## config.mk

```make
export PLATFORM = sky130hd
export DESIGN_NAME = card_clk_sel
export DESIGN_NICKNAME = d
export VERILOG_FILES = /design/src/rtl/cardclk_pkg.sv /design/src/rtl/cardclk_sync.sv /design/src/rtl/cardclk_dpath.sv /design/src/rtl/cardclk_ctrl.sv /design/src/rtl/card_clk_sel.sv
export SDC_FILE = /design/constraint.sdc
export NUM_CORES = 1
export LEC_CHECK = 0
export ABC_AREA = 1
export CELL_PAD_IN_SITES_DETAIL_PLACEMENT = 1
export CELL_PAD_IN_SITES_GLOBAL_PLACEMENT = 2
export CORE_AREA = 3 3 72 74
export CTS_CLUSTER_DIAMETER = 60
export DETAILED_ROUTE_END_ITERATION = 12
export DIE_AREA = 0 0 75 77
export PLACE_DENSITY_LB_ADDON = 0.15
export RECOVER_POWER = 25
export SYNTH_ARGS = -nofsm -noshare
export SYNTH_HDL_FRONTEND = slang
export SYNTH_SLANG_ARGS = --single-unit
```

## constraint.sdc

```tcl
create_clock -name clk -period 3.16 [get_ports clk]
set_input_delay 0.632 -clock clk [delete_from_list [all_inputs] [get_ports clk]]
set_output_delay 0.632 -clock clk [all_outputs]
set_load 0.01 [all_outputs]
```

## src/rtl/cardclk_pkg.sv

```systemverilog
package cardclk_pkg;

  localparam int RATIO_W = 3;
  localparam int CNT_W   = 3;
  localparam int DIV_W   = 4;

  typedef enum logic [1:0] {MD_LOW, MD_HIGH, MD_DIV, MD_INT} mode_e;
  typedef enum logic [2:0] {SRC_LOW, SRC_HIGH, SRC_DIV, SRC_INT, SRC_EXT} src_e;

  // strobes from control to datapath
  typedef struct packed {
    src_e               src;
    logic [RATIO_W-1:0] ratioReq;
  } dp_cmd_t;

  // observations from datapath to control
  typedef struct packed {
    logic divLvl;
    logic divRise;
    logic intRise;
  } dp_stat_t;

  function automatic mode_e decodeMode(input logic [2:0] bits);
    if (bits[2])      return MD_INT;
    else if (bits[1]) return MD_HIGH;
    else if (bits[0]) return MD_LOW;
    else              return MD_DIV;
  endfunction

  // divided mode is the hub: every allowed move enters or leaves it
  function automatic logic isPermitted(input mode_e fromM, input mode_e toM);
    return (fromM == MD_DIV && toM != MD_DIV) || (fromM != MD_DIV && toM == MD_DIV);
  endfunction

  function automatic logic [DIV_W-1:0] divisorOf(input logic [RATIO_W-1:0] code);
    case (code)
      3'd0:    return DIV_W'(1);
      3'd1:    return DIV_W'(2);
      3'd2:    return DIV_W'(4);
      3'd3:    return DIV_W'(5);
      default: return DIV_W'(8);
    endcase
  endfunction

  function automatic src_e srcOf(input mode_e m);
    case (m)
      MD_HIGH: return SRC_HIGH;
      MD_DIV:  return SRC_DIV;
      MD_INT:  return SRC_INT;
      default: return SRC_LOW;
    endcase
  endfunction

endpackage

```

## src/rtl/cardclk_sync.sv

```systemverilog
module cardclk_sync #(
  parameter int STAGES = 2
) (
  input  logic clk,
  input  logic rstN,
  input  logic din,
  output logic dout
);

  logic [STAGES-1:0] shReg;

  generate
    if (STAGES == 1) begin : g_single
      always_ff @(posedge clk) begin
        if (!rstN) shReg <= '0;
        else       shReg <= din;
      end
    end else begin : g_chain
      always_ff @(posedge clk) begin
        if (!rstN) shReg <= '0;
        else       shReg <= {shReg[STAGES-2:0], din};
      end
    end
  endgenerate

  assign dout = shReg[STAGES-1];

endmodule

```

## src/rtl/cardclk_dpath.sv

```systemverilog
module cardclk_dpath
  import cardclk_pkg::*;
#(
  parameter int SYNC_STAGES = 2
) (
  input  logic     clk,
  input  logic     rstN,
  input  logic     extClk,
  input  logic     intClk,
  input  dp_cmd_t  cmd,
  output dp_stat_t stat,
  output logic     cardClk,
  output logic     clkSw
);

  logic extS, intS;
  logic extPrev, intPrev, intPrev2, divPrev;
  logic [RATIO_W-1:0] ratioAct;
  logic [CNT_W-1:0]   cnt;
  logic [DIV_W-1:0]   divisor, halfDiv, cntX, lastCnt;
  logic extRise, wrap, divClk, srcLvl;

  cardclk_sync #(.STAGES(SYNC_STAGES)) u_extSync (
    .clk(clk), .rstN(rstN), .din(extClk), .dout(extS)
  );
  cardclk_sync #(.STAGES(SYNC_STAGES)) u_intSync (
    .clk(clk), .rstN(rstN), .din(intClk), .dout(intS)
  );

  always_comb begin
    divisor = divisorOf(ratioAct);
    halfDiv = divisor >> 1;
    lastCnt = divisor - DIV_W'(1);
    cntX    = DIV_W'(cnt);
    extRise = extS & ~extPrev;
    wrap    = extRise && (cntX >= lastCnt);
    // odd ratios stretch the middle input period by its own high phase
    if (divisor[0]) divClk = (cntX < halfDiv) || ((cntX == halfDiv) && extPrev);
    else            divClk = (cntX < halfDiv);
  end

  always_comb begin
    case (cmd.src)
      SRC_HIGH: srcLvl = 1'b1;
      SRC_DIV:  srcLvl = divClk;
      SRC_INT:  srcLvl = intPrev;
      SRC_EXT:  srcLvl = extPrev;
      default:  srcLvl = 1'b0;
    endcase
  end

  always_ff @(posedge clk) begin
    if (!rstN) begin
      extPrev  <= 1'b0;
      intPrev  <= 1'b0;
      intPrev2 <= 1'b0;
      divPrev  <= 1'b0;
      cnt      <= '0;
      ratioAct <= '0;
      cardClk  <= 1'b0;
      clkSw    <= 1'b0;
    end else begin
      extPrev  <= extS;
      intPrev  <= intS;
      intPrev2 <= intPrev;
      divPrev  <= divClk;
      if (extRise) begin
        if (wrap) begin
          cnt      <= '0;
          ratioAct <= cmd.ratioReq;
        end else begin
          cnt <= cnt + CNT_W'(1);
        end
      end
      cardClk <= srcLvl;
      clkSw   <= (cmd.src == SRC_INT);
    end
  end

  always_comb begin
    stat.divLvl  = divClk;
    stat.divRise = divClk & ~divPrev;
    stat.intRise = intPrev & ~intPrev2;
  end

  // the active ratio only moves on an input edge that restarts the divided period
  p_ratio_edge_r8: assert property (@(posedge clk) disable iff (!rstN)
    (ratioAct != $past(ratioAct)) |-> $past(extRise) && (cnt == '0));

  // the phase counter never runs past the active ratio
  p_cnt_bound_r3: assert property (@(posedge clk) disable iff (!rstN)
    DIV_W'(cnt) < divisorOf(ratioAct));

  // status only while the internal clock was the selected source
  p_clksw_src_r10: assert property (@(posedge clk) disable iff (!rstN)
    clkSw |-> $past(cmd.src) == SRC_INT);

endmodule

```

## src/rtl/cardclk_ctrl.sv

```systemverilog
module cardclk_ctrl
  import cardclk_pkg::*;
(
  input  logic       clk,
  input  logic       rstN,
  input  logic       wrEn,
  input  logic [7:0] wrData,
  input  logic       actActive,
  input  logic       syncMode,
  input  logic       syncEn,
  input  dp_stat_t   stat,
  output dp_cmd_t    cmd,
  output logic [7:0] settings
);

  logic [2:0]         regMode;
  logic [RATIO_W-1:0] regRatio;
  logic [1:0]         regSpare;
  mode_e curMode, curNext, tgtMode, wrMode;
  logic  wrAccept, coincide;

  always_comb begin
    wrMode   = decodeMode(wrData[7:5]);
    wrAccept = syncMode || (wrMode == curMode) || isPermitted(curMode, wrMode);
    tgtMode  = decodeMode(regMode);
    if (tgtMode == MD_INT && actActive) tgtMode = MD_DIV;
    coincide = stat.intRise && stat.divRise;
  end

  always_comb begin
    curNext = curMode;
    if (syncMode) begin
      curNext = tgtMode;
    end else if (tgtMode != curMode) begin
      case (curMode)
        MD_LOW:  if (tgtMode == MD_DIV && !stat.divLvl) curNext = MD_DIV;
        MD_HIGH: if (tgtMode == MD_DIV &&  stat.divLvl) curNext = MD_DIV;
        MD_INT:  if (tgtMode == MD_DIV && coincide)     curNext = MD_DIV;
        default: begin
          case (tgtMode)
            MD_LOW:  if (!stat.divLvl) curNext = MD_LOW;
            MD_HIGH: if (stat.divLvl)  curNext = MD_HIGH;
            MD_INT:  if (coincide)     curNext = MD_INT;
            default: curNext = curMode;
          endcase
        end
      endcase
    end
  end

  always_ff @(posedge clk) begin
    if (!rstN) begin
      regMode  <= 3'b001;
      regRatio <= '0;
      regSpare <= '0;
      curMode  <= MD_LOW;
    end else begin
      if (wrEn && wrAccept) begin
        regMode  <= wrData[7:5];
        regSpare <= wrData[1:0];
        if (wrData[7:5] == 3'b000) regRatio <= wrData[4:2];
      end
      curMode <= curNext;
    end
  end

  // the source follows the next state so the mux flips in the aligned cycle itself
  always_comb begin
    if (syncMode) cmd.src = syncEn ? SRC_EXT : (regMode[1] ? SRC_HIGH : SRC_LOW);
    else          cmd.src = srcOf(curNext);
    cmd.ratioReq = regRatio;
    settings     = {regMode, regRatio, regSpare};
  end

  // outside sync mode the active mode only takes allowed steps
  p_perm_step_r6: assert property (@(posedge clk) disable iff (!rstN)
    (!$past(syncMode) && curMode != $past(curMode)) |-> isPermitted($past(curMode), curMode));

  // a refused write leaves the stored word alone
  p_refuse_hold_r6: assert property (@(posedge clk) disable iff (!rstN)
    (wrEn && !syncMode && decodeMode(wrData[7:5]) != curMode
     && !isPermitted(curMode, decodeMode(wrData[7:5]))) |=> $stable(settings));

  // ratio field locked when a mode bit is written
  p_ratio_lock_r5: assert property (@(posedge clk) disable iff (!rstN)
    (wrEn && wrData[7:5] != 3'b000) |=> $stable(regRatio));

  // leaving or entering a static level only while the divided clock sits at it
  p_static_align_r7: assert property (@(posedge clk) disable iff (!rstN)
    (!$past(syncMode) && $past(curMode) == MD_DIV && curMode == MD_HIGH) |-> $past(stat.divLvl));
  p_static_low_r7: assert property (@(posedge clk) disable iff (!rstN)
    (!$past(syncMode) && $past(curMode) == MD_LOW && curMode == MD_DIV) |-> !$past(stat.divLvl));

  // handover to the internal clock on coincident rising edges only
  p_int_align_r9: assert property (@(posedge clk) disable iff (!rstN)
    (!$past(syncMode) && $past(curMode) == MD_DIV && curMode == MD_INT)
      |-> $past(stat.intRise && stat.divRise));

  // activation keeps the internal clock away
  p_act_hold_r11: assert property (@(posedge clk) disable iff (!rstN)
    (actActive && !syncMode && curMode != MD_INT) |=> curMode != MD_INT);

endmodule

```

## src/rtl/card_clk_sel.sv

```systemverilog
module card_clk_sel
  import cardclk_pkg::*;
#(
  parameter int SYNC_STAGES = 2
) (
  input  logic       clk,
  input  logic       rstN,
  input  logic       extClk,
  input  logic       intClk,
  input  logic       wrEn,
  input  logic [7:0] wrData,
  input  logic       actActive,
  input  logic       syncMode,
  input  logic       syncEn,
  output logic [7:0] settings,
  output logic       cardClk,
  output logic       clkSw
);

  dp_cmd_t  cmd;
  dp_stat_t stat;

  cardclk_ctrl u_ctrl (
    .clk(clk), .rstN(rstN), .wrEn(wrEn), .wrData(wrData),
    .actActive(actActive), .syncMode(syncMode), .syncEn(syncEn),
    .stat(stat), .cmd(cmd), .settings(settings)
  );

  cardclk_dpath #(.SYNC_STAGES(SYNC_STAGES)) u_dpath (
    .clk(clk), .rstN(rstN), .extClk(extClk), .intClk(intClk),
    .cmd(cmd), .stat(stat), .cardClk(cardClk), .clkSw(clkSw)
  );

  // status never outlives a reset
  p_reset_state_r1: assert property (@(posedge clk)
    $past(!rstN) |-> !clkSw && !cardClk);

endmodule

```

==> results of run 1 <==
## stage by stage
| stage | setup WS [ns] | util, % | std cells | area [um2] |
|---|---|---|---|---|
| 6_report | 1.04 | 37.2 | 281 | 1730 |
| 3_3_place_gp | 0.784 | 36.1 | 277 | 1680 |
| 3_5_place_dp | 0.722 | 36.1 | 277 | 1680 |
| 2_1_floorplan | 1.40 | - | 199 | 1370 |
| 4_1_cts | 1.02 | 37.3 | 281 | 1740 |
| 5_1_grt | 0.723 | 37.2 | 281 | 1730 |
## layout by cell type (no fill, tap or decap), types with 3 or more instances in the layout
| cell | instances |
|---|---|
| inv_1 | 33 |
| dfxtp_1 | 26 |
| clkbuf_8 | 4 |
| ha_1 | 6 |
| clkdlybuf4s50_1 | 23 |
| nor3_1 | 3 |
| nor2_1 | 20 |
| nand2_1 | 43 |
| a21oi_1 | 17 |
| nand2_2 | 5 |
| o21ai_0 | 13 |
| nand3_1 | 11 |
## cell type report
class / instances / area share, %
multi-input cells: 136 / 40.7
flip-flops and latches: 26 / 30.0
repair buffers: 26 / 14.6
inverters: 35 / 7.58
well taps: 54 / 3.90
clock buffers: 4 / 3.17
## logic make-up (layout without fill, tap and decap cells)
group | Yosys count | after routing | share of synthesized area [%]
xor+xnor | 2 | 2 | 1.28
fa+ha+maj | 6 | 6 | 5.48
buf+inv | 37 | 65 | 10.4
simple gates | 90 | 90 | 29.6
compound gates | 38 | 38 | 15.2
flops | 26 | 26 | 38.0
## final timing paths
check	startpoint	endpoint
worst min-delay path	u_dpath.u_extSync.shReg[0]$_SDFF_PN0_	u_dpath.u_extSync.shReg[1]$_SDFF_PN0_
worst max register to register	u_dpath.ratioAct[1]$_SDFFE_PN0P_	u_dpath.cardClk$_SDFF_PN0_
worst max-delay path	wrData[7]	u_ctrl.regRatio[1]$_SDFFE_PN0P_
worst min register to register	u_dpath.u_extSync.shReg[0]$_SDFF_PN0_	u_dpath.u_extSync.shReg[1]$_SDFF_PN0_
## tightest hold or removal path: stages (launching register included)
cell and delay [ns]:
dfxtp_1 0.32, nand2_1 0.05, inv_1 0.04
## state kept, by name, summed over array words and instances (netlist names), 2 cells and up
signal	count
u_dpath.cnt	3
u_dpath.ratioAct	3
u_ctrl.regMode	3
u_dpath.u_intSync.shReg	2
u_ctrl.regSpare	2
u_ctrl.curMode	2
u_ctrl.regRatio	3
u_dpath.u_extSync.shReg	2
## synthesized netlist by cell type, types with 3 or more instances
| master | n | area share (%) |
|---|---|---|
| a21oi_1 | 17 | 6.2 |
| dfxtp_1 | 26 | 38 |
| ha_1 | 6 | 5.5 |
| inv_1 | 33 | 9.0 |
| nand2_1 | 43 | 12 |
| nand2_2 | 5 | 2.3 |
| nand3_1 | 11 | 4.0 |
| nor2_1 | 20 | 5.5 |
| nor3_1 | 3 | 1.1 |
| o21ai_0 | 13 | 4.8 |
## power by group
part	total, mW	internal [mW]	switching (mW)
Clock	0.225	0.112	0.113
Sequential	0.362	0.347	0.0153
Combinational	0.181	0.0750	0.106
## metal layers
layer | up-vias | wire length [um] | GRT usage [%]
met5 | - | 0 | 0
met4 | 0 | 29 | 4.27
met3 | 4 | 97 | 2.36
met2 | 18 | 1690 | 22.7
met1 | 606 | 1820 | 18.5
li1 | 683 | - | -
==> results.ini, run 1 <==
[layout]
area_growth_pct = 26.7
fillCellCount = 601
multiInputGateArea_um2 = 706
diodes = 0
nNetsFinal = 250
seq_area_um2 = 520
layout-drive-gt1-share_pct = 8.37

[outcome]
status = finished clean

[clocking]
cts-root-buf = clkbuf_8
cts_buffers = 3
cts_resized = 0
cts_max_level = 1
postCtsHoldBufs = 0
clock_latency_ns = 0.28
cts_setup_buffers = 0
cts.sinks = 26
clk_pin_slew_worst_paths_ns = 0.10
clock_path_buffers = 2
cts_tree = yes

[logic_synthesis]
synthFlopType = dfxtp_1
synth_edf_count = 0
yosys_warnings = 0
syn_inst = 199
synthArstFlopShare_pct = 0
avgSynthCellArea_um2 = 6.88
syn_nets = 221
ys_ff_latch = 26
netlist_area_mm2 = 0.00137
synth_sequential_area_ratio_pct = 38.0
yosysUniqueCellTypes = 25

[worst_setup_path]
r2r_setup_slack_ns = 1.10
crit_cells = 11
end_kind = flip-flop
crit_slowest_cell = clkdlybuf4s50_1
critical_path_arrival_ns = 2.30
worst-path-buf-inv = 3
crit_chain = clkdlybuf4s50_1, nor2_1, inv_1, nor2_2, nand2_1, nand4_1, nand2_1, inv_1, nand2_1, o21ai_1, a21oi_1
cp_top_family = simple AND/OR/NAND/NOR gates
crit_path_max_incr_delay_ns = 0.45
critPathKind = input port to flip-flop
critPathRequiredTime_ns = 3.34
start_kind = input port
reg2regPathDepth = 15
path_max_fanout = 8
crit_top_cell = nand2_1

[placement]
place_congestion = 0.809
dp_hpwl_mm = 2.96
portBuffers = 25

[floorplan]
ios = 26
rows = 25
fp.coreArea_mm2 = 0.00466
die-area_mm2 = 0.00578
dieWidth_um = 75
start_util_pct = 29.4
die_h_um = 77

[sta]
tns_ns = 0
tightest_slew_ns = 0.512
period_share_pct = 67.2
report.final.hold_viol_count = 0
hold_ws_ns = 0.423
fin_skew_ns = 0.00462
max_slew_margin_pct = 65.5
maxSlewViolCount = 0
max_freq_mhz = 471
rsz0062_at_grt = no
period_minus_slack_ns = 2.12
setup_viol = 0

[power]
power_leakage_nw = 0.816
total_power_uw = 768
vdd_drop_max_uv = 195
p_per_area_mw_per_mm2 = 443

[routing]
route.detailed.drc = 0
drtAntennaViolNets = 0
dr.pass1.iters = 4
drtIter0Drc = 42
num_vias = 1311
routed_wl_mm = 3.63
avgViaCountPerCell = 4.67
routedWlPerCell_um = 12.9

[global_routing]
grt_overflow = 0
antenna_found_initial = 0
grt.total_usage_pct = 14.0
grt_start_max_net_pins = 15
grt_pass1_wl_mm = 6.42
grt_pass1_vias = 1389

[worst_hold_path]
hp-class = flip-flop to flip-flop
holdPathStages = 2

[flow_run]
cap_viol_max_count = 0

Note: power is estimated with default switching activity, not from simulation.
==> inputs of run 2 (changes only) <==
--- a/config.mk
+++ b/config.mk
@@ -8,10 +8,10 @@
 export ABC_AREA = 1
 export CELL_PAD_IN_SITES_DETAIL_PLACEMENT = 1
 export CELL_PAD_IN_SITES_GLOBAL_PLACEMENT = 2
-export CORE_AREA = 3 3 72 74
+export CORE_AREA = 3 3 78 80
 export CTS_CLUSTER_DIAMETER = 60
 export DETAILED_ROUTE_END_ITERATION = 12
-export DIE_AREA = 0 0 75 77
+export DIE_AREA = 0 0 81 83
 export PLACE_DENSITY_LB_ADDON = 0.15
 export RECOVER_POWER = 25
 export SYNTH_ARGS = -nofsm -noshare
==> constraint.sdc (replaced) <==
create_clock -name clk -period 1.71 [get_ports clk]
set_input_delay 0.342 -clock clk [delete_from_list [all_inputs] [get_ports clk]]
set_output_delay 0.342 -clock clk [all_outputs]
set_load 0.01 [all_outputs]
==> run 2 against run 1 <==
Effect of this change: largest cell class unchanged; largest power group unchanged; the run now ends with negative setup slack left; die area increased by 16%; register-to-register slack got worse by 1.2 ns; worst hold slack gained 0.011 ns; critical endpoint is now u_dpath.cardClk$_SDFF_PN0_.
==> results.ini, run 2 (same netlist as run 1, synthesis figures left out) <==
[floorplan]
ios = 26  ; unchanged
die_h_um = 83  ; +7.8%
die-area_mm2 = 0.00672  ; +16%
dieWidth_um = 81  ; +8.0%
rows = 27  ; +8.0%
start_util_pct = 25.0  ; -4.4 points
fp.coreArea_mm2 = 0.00547  ; +17%

[sta]
fin_skew_ns = 0.00379  ; -0.000825 ns
setup_ws_ns = -0.119  ; -1.15 ns
report.final.hold_viol_count = 0  ; unchanged
max_slew_margin_pct = 76.0  ; +11 points
max_freq_mhz = 547
tightest_slew_ns = 0.359  ; -0.154 ns
rsz0062_at_grt = yes
period_minus_slack_ns = 1.83
setup_viol = 8  ; +8
period_share_pct = 107
tns_ns = -0.625  ; -0.625 ns
hold_ws_ns = 0.433  ; +0.0105 ns
maxSlewViolCount = 0  ; unchanged

[clocking]
clock_latency_ns = 0.27  ; about the same
cts.sinks = 26  ; unchanged
clk_pin_slew_worst_paths_ns = 0.10  ; about the same
cts-root-buf = clkbuf_8
cts_buffers = 3  ; unchanged
cts_max_level = 1  ; unchanged
cts_tree = yes
postCtsHoldBufs = 0  ; unchanged
clock_path_buffers = 2  ; unchanged

[layout]
utilization_pct = 37.4  ; +0.24 points
diodes = 0  ; unchanged
finalInstanceArea_mm2 = 0.00205  ; +18%
final_common_cell = nand2_1
layout-drive-gt1-share_pct = 26.9  ; +19 points
area_growth_pct = 49.7
nNetsFinal = 276  ; +10%
fin_cells = 325  ; +16%
layout.cells.most_common_list = 38 x nand2_1, 30 x inv_1, 27 x buf_4, 25 x clkdlybuf4s50_1, 24 x dfxtp_1

[worst_setup_path]
path_max_fanout = 5  ; -3
end_kind = flip-flop
critical_path_arrival_ns = 1.99  ; -0.31 ns
r2r_setup_slack_ns = -0.12  ; -1.22 ns
reg2regPathDepth = 16  ; +1
critPathKind = flip-flop to flip-flop
setup.worst_path.end = u_dpath.cardClk$_SDFF_PN0_
critPathRequiredTime_ns = 1.87  ; -1.47 ns
rr_startpoint = u_dpath.ratioAct[2]$_SDFFE_PN0P_
rr_endpoint = u_dpath.cardClk$_SDFF_PN0_
cp-startpoint = u_dpath.ratioAct[2]$_SDFFE_PN0P_
start_kind = flip-flop

[flow_run]
cap_viol_max_count = 0  ; unchanged

[power]
power_leakage_nw = 0.961  ; +18%
vdd_drop_max_uv = 326  ; +67%
p_per_area_mw_per_mm2 = 801  ; +81%
total_power_mw = 1.64  ; +110%

[routing]
avgViaCountPerCell = 4.37  ; -6.4%
num_vias = 1419  ; +8.2%
drtAntennaViolNets = 0  ; unchanged
routed_wl_mm = 3.99  ; +9.8%
dr.pass1.iters = 3  ; -1
drtIter0Drc = 29  ; -31%
route.detailed.drc = 0  ; unchanged
routedWlPerCell_um = 12.3  ; -5.1%

[global_routing]
grt_pass1_vias = 1516  ; +9.1%
grt_pass1_wl_mm = 6.90  ; +7.4%
grt_overflow = 0  ; unchanged
grt.total_usage_pct = 13.0  ; -0.95 points
antenna_found_initial = 0  ; unchanged
grt_start_max_net_pins = 16  ; +1

[placement]
dp_cells = 318  ; +15%
placed_area_mm2 = 0.00188  ; +12%
place_ws_ns = -0.306  ; -1.03 ns
portBuffers = 25  ; unchanged
dp_hpwl_mm = 3.27  ; +10%
place_congestion = 0.843  ; +4.2%

[outcome]
status = finished with violations
violations = negative setup slack

[worst_hold_path]
hp-class = flip-flop to flip-flop

==> run 2: how the worst min path moves through the flow <==
stage,startpoint,to,slack (ns),depth (start not counted)
2_1_floorplan,u_dpath.u_intSync.shReg[1]$_SDFF_PN0_,u_dpath.intPrev$_SDFF_PN0_,0.39,2
3_3_place_gp,u_dpath.u_intSync.shReg[0]$_SDFF_PN0_,u_dpath.u_intSync.shReg[1]$_SDFF_PN0_,0.41,2
3_5_place_dp,u_dpath.u_intSync.shReg[0]$_SDFF_PN0_,u_dpath.u_intSync.shReg[1]$_SDFF_PN0_,0.42,2
4_1_cts,u_dpath.u_intSync.shReg[0]$_SDFF_PN0_,u_dpath.u_intSync.shReg[1]$_SDFF_PN0_,0.44,2
5_1_grt,u_dpath.u_intSync.shReg[0]$_SDFF_PN0_,u_dpath.u_intSync.shReg[1]$_SDFF_PN0_,0.45,2
6_report,u_dpath.u_intSync.shReg[0]$_SDFF_PN0_,u_dpath.u_intSync.shReg[1]$_SDFF_PN0_,0.43,2
==> run 2: final cells by class <==
type                    count  area [um2]
well taps                  72        90.1
fillers                   703        3420
inverters                  35         131
clock inverters             1        30.0
clock buffers               3        41.3
multi-input cells         136         778
repair buffers             52         453
flip-flops and latches     26         526
==> run 2: timing repair <==
| item | 4_1_cts | 5_1_grt |
|---|---|---|
| pin swaps | 7 | 6 |
| setup endpoints to repair | 10 | 15 |
| setup buffers | 3 | 0 |
| resized for setup | 12 | 10 |
| hold endpoints to repair | 0 | 0 |
==> run 2: worst max-delay path: stages (launching register included) <==
cell and delay, ns:
dfxtp_2 0.34, inv_2 0.07, nand2_2 0.07, ha_4 0.26
nand2_2 0.05, a21oi_2 0.12, nand2_2 0.11, nand2_4 0.11
nand2_1 0.07, nand3_2 0.08, nand2_1 0.05, nand2_1 0.08
nand2_1 0.07, nand2_1 0.06, nand2_1 0.04, nor2_1 0.08
nor2_1 0.04
==> run 2: power breakdown <==
part,switching (mW),internal [mW]
Combinational,0.233,0.218
Sequential,0.0282,0.641
Clock,0.208,0.313
==> run 2: layer usage <==
| layer | part of all wire (%) | up-vias | routed length [um] | GRT usage [%] |
|---|---|---|---|---|
| li1 | - | 737 | - | - |
| met1 | 46 | 666 | 1830 | 15.6 |
| met2 | 51 | 14 | 2030 | 23.1 |
| met3 | 2.2 | 2 | 89 | 1.95 |
| met4 | 0.73 | 0 | 29 | 4.61 |
| met5 | 0 | - | 0 | 0 |
